`src/rtl/iqf_pkg.sv`:
```
// Package: shared word type and small helpers for the instruction queue.
// Assumes every instruction word has the same width.
package iqf_pkg;
    localparam int unsigned IW = 32;
    typedef logic [IW-1:0] word_t;

    // Smaller of two unsigned counts.
    function automatic int unsigned min_u(input int unsigned a, input int unsigned b);
        return (a < b) ? a : b;
    endfunction
endpackage

```
`src/rtl/iqf_fetch_scan.sv`:
```
// Module: iqf_fetch_scan
// Decides, for one incoming fetch group, how many lanes are written into
// the queue and whether a foldable branch terminates the group.
// Assumes lane 0 is the oldest lane and that req_i never exceeds FW.
module iqf_fetch_scan #(
    parameter int unsigned FW = 4,
    parameter int unsigned CW = 3,
    localparam int unsigned LW = (FW > 1) ? $clog2(FW) : 1
) (
    input  logic          flush_i,
    input  logic [FW-1:0] vld_i,
    input  logic [FW-1:0] ubr_i,
    input  logic [FW-1:0] ctr_i,
    input  logic [FW-1:0] lr_i,
    input  logic [CW-1:0] req_i,
    output logic [CW-1:0] wr_cnt_o,
    output logic          fold_o,
    output logic [LW-1:0] fold_lane_o
);
    logic          open;
    logic [CW-1:0] lead;
    logic          hit;
    logic [LW-1:0] lane;

    // Walk the lanes oldest first; stop at a gap, the request limit or a fold.
    always_comb begin
        open = 1'b1;
        lead = '0;
        hit  = 1'b0;
        lane = '0;
        for (int i = 0; i < FW; i++) begin
            if (open && vld_i[i] && (CW'(i) < req_i)) begin
                if (ubr_i[i] && !ctr_i[i] && !lr_i[i]) begin
                    hit  = 1'b1;
                    lane = LW'(i);
                    open = 1'b0;
                end else begin
                    lead = lead + CW'(1);
                end
            end else begin
                open = 1'b0;
            end
        end
        if (flush_i) begin
            lead = '0;
            hit  = 1'b0;
        end
    end

    assign wr_cnt_o    = lead;
    assign fold_o      = hit;
    assign fold_lane_o = lane;
endmodule

```
`src/rtl/iqf_disp_pick.sv`:
```
// Module: iqf_disp_pick
// In-order dispatch selection over the DW bottom entries. A slot fires only
// if every older slot fires, it holds an entry, its target is ready and the
// completion queue has a credit for it.
// Assumes DW does not exceed the queue depth.
module iqf_disp_pick #(
    parameter int unsigned DW  = 2,
    parameter int unsigned CW  = 3,
    parameter int unsigned CQW = 2
) (
    input  logic           flush_i,
    input  logic [CW-1:0]  occ_i,
    input  logic [DW-1:0]  rdy_i,
    input  logic [CQW-1:0] cq_free_i,
    output logic [DW-1:0]  vld_o,
    output logic [DW-1:0]  go_o,
    output logic [CW-1:0]  n_o
);
    logic chain;

    // Grant slots bottom up; the first refusal blocks all younger slots.
    always_comb begin
        chain = !flush_i;
        n_o   = '0;
        for (int k = 0; k < DW; k++) begin
            vld_o[k] = !flush_i && (occ_i > CW'(k));
            chain    = chain && vld_o[k] && rdy_i[k] && (cq_free_i > CQW'(k));
            go_o[k]  = chain;
            if (chain) n_o = n_o + CW'(1);
        end
    end
endmodule

```
`src/rtl/iqf_store.sv`:
```
// Module: iqf_store
// Shifting entry storage. Entry 0 is always the oldest. Each edge, the
// n_disp_i oldest entries leave, the rest move down, and wr_cnt_i new lanes
// are appended at the new top.
// Assumes the caller never asks for more room than is free.
module iqf_store
    import iqf_pkg::*;
#(
    parameter int unsigned DEPTH = 6,
    parameter int unsigned FW    = 4,
    parameter int unsigned DW    = 2,
    parameter int unsigned CW    = 3
) (
    input  logic                clk,
    input  logic                rst_n,
    input  logic                flush_i,
    input  logic [CW-1:0]       n_disp_i,
    input  logic [CW-1:0]       wr_cnt_i,
    input  word_t [FW-1:0]      lane_i,
    output logic  [CW-1:0]      occ_o,
    output word_t [DEPTH-1:0]   ents_o
);
    logic [CW-1:0] occ_q;

    // Occupancy: drop dispatched, add written; flush and reset empty it.
    always_ff @(posedge clk) begin
        if (!rst_n || flush_i) occ_q <= '0;
        else                   occ_q <= occ_q - n_disp_i + wr_cnt_i;
    end

    for (genvar j = 0; j < DEPTH; j++) begin : g_ent
        word_t ent_q;
        word_t ent_d;

        // Pick this entry's next value: a shifted older entry or a new lane.
        always_comb begin
            int base;
            ent_d = ent_q;
            base  = int'(occ_q) - int'(n_disp_i);
            if (j < base) begin
                for (int d = 0; d <= DW; d++) begin
                    if ((int'(n_disp_i) == d) && (j + d < DEPTH))
                        ent_d = ents_o[(j + d < DEPTH) ? j + d : j];
                end
            end else begin
                for (int l = 0; l < FW; l++) begin
                    if ((j == base + l) && (l < int'(wr_cnt_i)))
                        ent_d = lane_i[l];
                end
            end
        end

        // Entry register.
        always_ff @(posedge clk) begin
            if (!rst_n) ent_q <= '0;
            else        ent_q <= ent_d;
        end

        assign ents_o[j] = ent_q;
    end

    assign occ_o = occ_q;
endmodule

```
`src/rtl/instr_queue_fold.sv`:
```
// Module: instr_queue_fold (top)
// In-order instruction queue with branch folding between fetch and dispatch.
// Requests as many lanes as are free (capped at FW), folds qualifying
// unconditional taken branches at entry, and dispatches in order from the
// DW bottom entries under completion-queue credits.
// Assumes DEPTH >= FW >= 2 and DEPTH >= DW, and that valid fetch lanes
// beyond fetch_req_o may be presented and are dropped.
module instr_queue_fold
    import iqf_pkg::*;
#(
    parameter int unsigned DEPTH = 6,
    parameter int unsigned FW    = 4,
    parameter int unsigned DW    = 2,
    localparam int unsigned CW   = $clog2(DEPTH + 1),
    localparam int unsigned CQW  = $clog2(DW + 1),
    localparam int unsigned LW   = $clog2(FW)
) (
    input  logic              clk,
    input  logic              rst_n,
    input  logic              flush_i,
    input  logic [FW-1:0]     fetch_vld_i,
    input  logic [FW*IW-1:0]  fetch_word_i,
    input  logic [FW-1:0]     fetch_ubr_i,
    input  logic [FW-1:0]     fetch_ctr_i,
    input  logic [FW-1:0]     fetch_lr_i,
    output logic [CW-1:0]     fetch_req_o,
    input  logic [CQW-1:0]    cq_free_i,
    input  logic [DW-1:0]     disp_rdy_i,
    output logic [DW-1:0]     disp_vld_o,
    output logic [DW*IW-1:0]  disp_word_o,
    output logic [DW-1:0]     disp_go_o,
    output logic              redirect_o,
    output logic [IW-1:0]     redirect_word_o
);
    word_t [FW-1:0]    lanes;
    word_t [DEPTH-1:0] ents;
    logic  [CW-1:0]    occ;
    logic  [CW-1:0]    wr_cnt;
    logic  [CW-1:0]    n_disp;
    logic              fold;
    logic  [LW-1:0]    fold_lane;

    // Split the flat fetch bus into lane words.
    for (genvar i = 0; i < FW; i++) begin : g_lane
        assign lanes[i] = fetch_word_i[i*IW +: IW];
    end

    // Fetch request: free slots seen this cycle, capped at the fetch width.
    always_comb begin
        fetch_req_o = CW'(min_u(DEPTH - int'(occ), FW));
    end

    iqf_fetch_scan #(.FW(FW), .CW(CW)) u_scan (
        .flush_i     (flush_i),
        .vld_i       (fetch_vld_i),
        .ubr_i       (fetch_ubr_i),
        .ctr_i       (fetch_ctr_i),
        .lr_i        (fetch_lr_i),
        .req_i       (fetch_req_o),
        .wr_cnt_o    (wr_cnt),
        .fold_o      (fold),
        .fold_lane_o (fold_lane)
    );

    iqf_disp_pick #(.DW(DW), .CW(CW), .CQW(CQW)) u_pick (
        .flush_i   (flush_i),
        .occ_i     (occ),
        .rdy_i     (disp_rdy_i),
        .cq_free_i (cq_free_i),
        .vld_o     (disp_vld_o),
        .go_o      (disp_go_o),
        .n_o       (n_disp)
    );

    iqf_store #(.DEPTH(DEPTH), .FW(FW), .DW(DW), .CW(CW)) u_store (
        .clk      (clk),
        .rst_n    (rst_n),
        .flush_i  (flush_i),
        .n_disp_i (n_disp),
        .wr_cnt_i (wr_cnt),
        .lane_i   (lanes),
        .occ_o    (occ),
        .ents_o   (ents)
    );

    // Present the bottom entries to dispatch.
    for (genvar k = 0; k < DW; k++) begin : g_disp
        assign disp_word_o[k*IW +: IW] = ents[k];
    end

    // Redirect carries the folded branch word to the fetch path.
    assign redirect_o      = fold;
    assign redirect_word_o = lanes[fold_lane];
endmodule

```
`config.mk`:
```
export PLATFORM = sky130hd
export DESIGN_NAME = instr_queue_fold
export DESIGN_NICKNAME = d
export VERILOG_FILES = /design/src/rtl/iqf_pkg.sv /design/src/rtl/iqf_fetch_scan.sv /design/src/rtl/iqf_disp_pick.sv /design/src/rtl/iqf_store.sv /design/src/rtl/instr_queue_fold.sv
export SDC_FILE = /design/constraint.sdc
export NUM_CORES = 1
export LEC_CHECK = 0
export BUFFER_PORTS_ARGS = -buffer_cell sky130_fd_sc_hd__buf_4
export CAP_MARGIN = 20
export CORE_MARGIN = 2
export CORE_UTILIZATION = 40
export CTS_BUF_LIST = sky130_fd_sc_hd__clkbuf_4
export CTS_CLUSTER_DIAMETER = 200
export DETAILED_ROUTE_END_ITERATION = 16
export PLACE_DENSITY_LB_ADDON = 0.1
export SYNTH_ARGS = -nofsm -noshare
export SYNTH_HDL_FRONTEND = slang
export SYNTH_HIERARCHICAL = 1
export SYNTH_SLANG_ARGS = --single-unit
```
`constraint.sdc`:
```
create_clock -name clk -period 8.49 [get_ports clk]
set_clock_uncertainty 0.2 [all_clocks]
set_input_delay 0.4245 -clock clk [delete_from_list [all_inputs] [get_ports clk]]
set_output_delay 0.4245 -clock clk [all_outputs]
set_load 0.02 [all_outputs]
```
## After elaboration in Yosys (flattened, before gate mapping)

Index checks and enable logic that the tools add are counted.

- Multiply operators: 0
- Div/mod/pow operators: 0
- Shift-type cells: 0
- Add/subtract/negate cells: 11
- Equality and inequality tests: 27
- Magnitude comparators: 20
- Reductions and logical operators: 74
- Mux-type cells: 73
- Bitwise operators: 1

Operators with widths:

| operator | number |
|---|---|
| 32-bit 2-to-1 mux | 39 |
| 3-bit by 32-bit == test with 1-bit output (first input constant) | 8 |
| 4-bit by 32-bit == test with 1-bit output (first input constant) | 8 |
| 2-bit by 32-bit == test with 1-bit output (first input constant) | 4 |
| 32-bit logical NOT | 4 |
| 32-bit by 3-bit adder with 32-bit output (second input constant) | 2 |
| 32-bit binary-select mux with 2-bit select | 1 |
| 3-bit by 32-bit < comparator with 1-bit output (first input constant) | 2 |
| 4-bit by 32-bit < comparator with 1-bit output (first input constant) | 2 |
| 1-bit logical AND | 47 |
| 32-bit by 2-bit adder with 32-bit output (second input constant) | 1 |
| 1-bit by 32-bit < comparator with 1-bit output (first input constant) | 1 |
| 2-bit by 32-bit < comparator with 1-bit output (first input constant) | 1 |
| 32-bit by 3-bit < comparator with 1-bit output (second input constant) | 1 |
| 3-bit 2-to-1 mux | 9 |
| 5-bit nonzero test | 5 |
| 1-bit 2-to-1 mux | 19 |
| 1-bit by 3-bit < comparator with 1-bit output (first input constant) | 4 |
| 2-bit by 3-bit < comparator with 1-bit output (first input constant) | 4 |
| 3-bit inequality test (second input constant) | 4 |
| 2-bit AND reduction | 6 |
| 1-bit logical NOT | 10 |
| 2-bit 2-to-1 mux | 5 |
| 3-bit by 1-bit adder with 3-bit output (second input constant) | 3 |
| other kinds (14) | 16 |

- Logic and storage cells: 213
- Input port bits: 151
- Memory bits (writable): 0
- Bits in read-only memories: 0
- Memories kept: 0
- Bits in latches: 0
- Output and inout port bits: 104
- Flip-flop bits (word level): 195

## Depth between registers and ports, before layout

- Depth in word-level cells: 23
- Mapped depth: 27
- Mapped depth without buffers: 23

## Modules after synthesis

The synthesis kept the hierarchy.

Modules (own cells, without submodules):

| module | instances | area each (um^2) | cells an instance |
|---|---|---|---|
| iqf_store | 1 | 15558.7 | 2118 |
| instr_queue_fold | 1 | 865.8 | 47 |
| iqf_fetch_scan | 1 | 335.3 | 45 |
| iqf_disp_pick | 1 | 93.8 | 13 |

## Worst setup path after synthesis

Ideal clock, no wire load.

- Path kind: flip-flop to flip-flop
- Start: register u_store.occ_q[1] (netlist: u_store/occ_o[1])
- End: register u_store.g_ent[2].ent_q[10]
- Data arrival time: 5.969 ns
- Stages on the path, launching flop included: 28
- Slack: 2.203 ns
- Path buffers: 4
- Required time: 8.173 ns
- Path through: dfxtp_1 > ha_1 > nor2b_1 > a21oi_1 > nor2_1 > o31a_1 > and2_1 > ha_1 > o211ai_1 > inv_1 > ha_1 > nor4_1 > and2b_1 > ha_1 > nand4_1 > xor2_1 > nor3_1 > clkbuf_1 > o211ai_1 > a21oi_1 > nor2_1 > or4_1 > buf_2 > a22oi_2 > nor2b_1 > clkbuf_1 > buf_2 > a32o_1

- Word-level cells in the longest chain between the ends: 22
- Elaborated cells on any way between the ends: 70

RTL lines:

| element | line | source |
|---|---|---|
| from (decl) | iqf_store.sv:23 | `logic [CW-1:0] occ_q;` |
| from (signal assigned) | iqf_store.sv:28 | `else occ_q <= occ_q - n_disp_i + wr_cnt_i;` |
| 3-bit by 3-bit subtractor with 4-bit output * | instr_queue_fold.sv:50 | `fetch_req_o = CW'(min_u(DEPTH - int'(occ), FW));` |
| 32-bit by 3-bit < comparator with 1-bit output | iqf_pkg.sv:9 | `return (a < b) ? a : b;` |
| 3-bit 2-to-1 mux * | iqf_pkg.sv:9 |  |
| named net fetch_req_o[2] | instr_queue_fold.sv:26 | `output logic [CW-1:0] fetch_req_o,` |
| 1-bit by 3-bit < comparator with 1-bit output | iqf_fetch_scan.sv:32 | `if (open && vld_i[i] && (CW'(i) < req_i)) begin` |
| 1-bit logical AND | iqf_fetch_scan.sv:32 |  |
| 1-bit 2-to-1 mux | iqf_fetch_scan.sv:32 |  |
| 3-bit by 1-bit adder with 3-bit output / 1-bit logical AND (equally long branches) | iqf_fetch_scan.sv:38, iqf_fetch_scan.sv:32 |  |
| (+6 left out) | n/a |  |
| 3-bit 2-to-1 mux / 1-bit logical AND (equally long branches) | iqf_fetch_scan.sv:33, iqf_fetch_scan.sv:32 |  |
| 3-bit 2-to-1 mux * | iqf_fetch_scan.sv:32 |  |
| 3-bit 2-to-1 mux * | iqf_fetch_scan.sv:44 | `if (flush_i) begin` |
| named net wr_cnt[2] | instr_queue_fold.sv:38 | `logic [CW-1:0] wr_cnt;` |
| 1-bit by 3-bit < comparator with 1-bit output | iqf_store.sv:47 | `if ((j == base + l) && (l < int'(wr_cnt_i)))` |
| 1-bit logical AND | iqf_store.sv:47 |  |
| 32-bit 2-to-1 mux (3 in series) | iqf_store.sv:47 |  |
| 32-bit 2-to-1 mux | iqf_store.sv:40 | `if (j < base) begin` |
| to (signal assigned) | iqf_store.sv:56 | `else ent_q <= ent_d;` |
| to (decl) | iqf_store.sv:32 | `word_t ent_q;` |

Mark *: on every way through the listed nets, which the timed path passes. The rest lies on a longest branch.
A chain may end at the register's enable or synchronous reset.

## Worst setup path in the final report

- Start: register u_store.occ_q[1] (netlist: u_store/occ_o[1])
- End: register u_store.g_ent[2].ent_q[24]

- Word-level cells in the longest chain between the ends: 22
- Elaborated cells on any way between the ends: 70

RTL lines:

| element | line |
|---|---|
| 3-bit by 3-bit subtractor with 4-bit output * | instr_queue_fold.sv:50 |
| 32-bit by 3-bit < comparator with 1-bit output | iqf_pkg.sv:9 |
| 3-bit 2-to-1 mux * | iqf_pkg.sv:9 |
| 1-bit by 3-bit < comparator with 1-bit output | iqf_fetch_scan.sv:32 |
| 1-bit logical AND | iqf_fetch_scan.sv:32 |
| 1-bit 2-to-1 mux | iqf_fetch_scan.sv:32 |
| 3-bit by 1-bit adder with 3-bit output / 1-bit logical AND (equally long branches) | iqf_fetch_scan.sv:38, iqf_fetch_scan.sv:32 |
| 3-bit 2-to-1 mux / 1-bit logical AND (equally long branches) | iqf_fetch_scan.sv:33, iqf_fetch_scan.sv:32 |
| (+5 left out) | n/a |
| 3-bit 2-to-1 mux / 1-bit logical AND (equally long branches) | iqf_fetch_scan.sv:33, iqf_fetch_scan.sv:32 |
| 3-bit 2-to-1 mux * | iqf_fetch_scan.sv:32 |
| 3-bit 2-to-1 mux * | iqf_fetch_scan.sv:44 |
| named net wr_cnt[2] | instr_queue_fold.sv:38 |
| 1-bit by 3-bit < comparator with 1-bit output | iqf_store.sv:47 |
| 1-bit logical AND | iqf_store.sv:47 |
| 32-bit 2-to-1 mux (3 in series) | iqf_store.sv:47 |
| 32-bit 2-to-1 mux | iqf_store.sv:40 |

Marked as above.

==> results.toml <==
[detailed_routing]
vias = 20100
routed_wl_um = 80800
drtAntennaViolNets = 0
drt_iter0_drc = 2527
drt-pass1-iter-count = 9
wire_per_inst_um = 27.1
drc_errors = 0
routed_via_density = 6.74

[synth]
synth_edf_count = 0
synth_seq_cells = 195
syn-cell-area_um2 = 16900
ys.flop_type = "dfxtp_1"
synth_common_cells = "nand2_1 (281), nor2_1 (260), dfxtp_1 (195)"
synth.most_common_cell = "nand2_1"
yosysTopAreaCell = "dfxtp_1"
synth_nets = 2390
synth_top_area_frac = 0.232
synth_seq_area_share = 0.232
syn_inst = 2223
synth.yosys.warnings = 6
synth.avg_cell_area_um2 = 7.58
synth-async-reset-ratio = 0
synth_area_leaders = "dfxtp_1 (23%), mux2i_1 (9.5%), o221ai_1 (6.6%), nand2_1 (6.3%), nor2_1 (5.8%)"
synth_cell_types = 76

[sta]
min_period_ns = 7.52
rsz0062_at_grt = "no"
finalCritPeriodShare = 0.886
tightest_slew_ns = 1.23
finalSetupTns_ns = 0
finalHoldViolations = 0
slew_violations = 0
fmax_ghz = 0.133
max_slew_margin = 0.182
setup_viol = 0

[global_route]
grt_pass1_wl_um = 121000
antenna_found_initial = 1
met2_usage = 0.556
grt.met1_usage = 0.482
grtUsageTotal = 0.357
busiest_layer = "met2"
grt_pass1_vias = 19400
use_met3 = 0.0658
overflow = 0
grt_max_degree = 85

[clocking]
cts_buffers = 17
cts_resized = 0
cts-root-buf = "clkbuf_4"
clk_pin_slew_ns = 0.17
clkLatencyLatePin_ns = 0.67
clock_tree.htree_level_count = 4
cts_hold_buf = 133
postCtsSetupBuffers = 0
cts_sinks = 195
clk_path_buf_depth = 2
cts_tree = "yes"

[setup_path]
critPathKind = "flip-flop to flip-flop"
cp.required_ns = 8.87
critical_path.max_fanout = 32
critPathArrivalTime_ns = 7.90
worstSetupEndpointType = "flip-flop"
critPathLaunchType = "flip-flop"

[place]
place_congestion = 0.911
place_area_um2 = 18800
io_buffers = 254
dp_hpwl_um = 46800

[final_layout]
seqCellArea_um2 = 3900
post_route_cells_drive_above_1_share = 0.186
fin_area_um2 = 20500
multiInputGateArea_um2 = 11900
nets = 2592
syn2layout_area_growth_pct = 21.5
fillers = 4132

[pwr]
ir_drop_uv = 104
p_leak_nw = 8.65
powerDensity_nw_per_um2 = 155
p_total_mw = 3.17

[worst_hold_path]
hold_path.class = "input port to flip-flop"

[die]
core_area_um2 = 41800
fp-row-count = 75
ios = 255
dieHeight_um = 209
initial_core_util = 0.404
die_area_um2 = 43800
die_w_um = 209

[run]
cap_violations = 0

[outcome]
outcome = "complete, no violations"
-- placed cells by master, fill, tap and decap left out, drive strengths merged, types with 33 or more instances in the layout --
cell / count
a211oi: 33
mux2: 33
mux2i: 161
nand2: 281
buf: 303
a21oi: 138
nor2: 261
a32o: 97
and3: 35
nand3: 106
dlygate4sd3: 133
nor3b: 37
dfxtp: 195
o21ai: 201
o221ai: 127
-- worst paths after layout --
path         depth (start not counted)                    endpoint  slack, ns                       start
max                                 26  u_store/g_ent[2].ent_q[24]       0.97            u_store/occ_o[1]
min                                  4   u_store/g_ent[2].ent_q[1]       0.03            fetch_word_i[33]
max reg2reg                         26  u_store/g_ent[2].ent_q[24]       0.97            u_store/occ_o[1]
min reg2reg                          2  u_store/g_ent[4].ent_q[13]       0.28  u_store/g_ent[4].ent_q[13]
-- per-layer routing --
layer  vias to the layer above  share of wire
met5                         -              0
met4                         0          0.040
met3                       269           0.10
met2                      1411           0.44
met1                      9613           0.42
li1                       8758              -
-- worst max-delay path, cell delays in order (launching register included) --
cell	delay [ns]
dfxtp_1	0.43
ha_1	0.23
nor2b_1	0.14
a21oi_1	0.50
nor2_1	0.19
o31a_1	0.35
and2_1	0.18
ha_1	0.29
o211ai_1	0.25
inv_1	0.12
ha_1	0.29
nor4_1	0.39
and2b_1	0.23
ha_1	0.18
nand4_1	0.10
xor2_1	0.15
nor3_1	0.06
buf_4	0.16
nor2_1	0.42
nor2_2	0.10
nor2_1	0.35
or4_2	0.22
buf_4	0.66
mux2i_1	0.30
dlygate4sd3_1	0.59
nand3_1	0.08
a32o_1	0.26
-- kinds of logic after synthesis --
family	after synthesis	synth area share
AOI/OAI and AO/OA	727	0.309
xor gates and xnor gates	9	0.00512
adders and majority gates	16	0.0132
buffers and inverters	268	0.0705
DFF	195	0.232
muxes	226	0.162
other	1	0.000223
and+or+nand+nor	781	0.209
-- area by class of cell --
cell class                 instances  area share
multi-input combinational       1760       0.584
sequential                       195       0.191
timing repair buffer             436       0.177
tap                              539      0.0329
clock buffer                      21     0.00770
clock inverter                    10     0.00532
inverter                          15     0.00275
antenna                            1    0.000122
-- stage by stage --
stage | hold WS (ns) | std cells | utilization | worst slack, ns
floorplan | 0.246 | 2223 | - | 2.20
global placement | 0.258 | 2811 | 0.451 | 1.46
detailed placement | 0.264 | 2811 | 0.451 | 1.23
CTS | 0.000231 | 2975 | 0.490 | 1.04
global route | 0.0128 | 2977 | 0.490 | 0.452
finish | 0.0349 | 2977 | 0.490 | 0.970
-- registers in the layout, summed over array words and instances (netlist names) --
name / cells
u_store/g_ent.ent_q: 192
u_store/occ_o: 3
-- power breakdown --
part | internal [mW] | total [mW] | switching, mW
clock | 0.184 | 0.555 | 0.371
combinational | 0.582 | 1.44 | 0.862
sequential | 1.05 | 1.17 | 0.115
(Power assumes the default switching activity.)
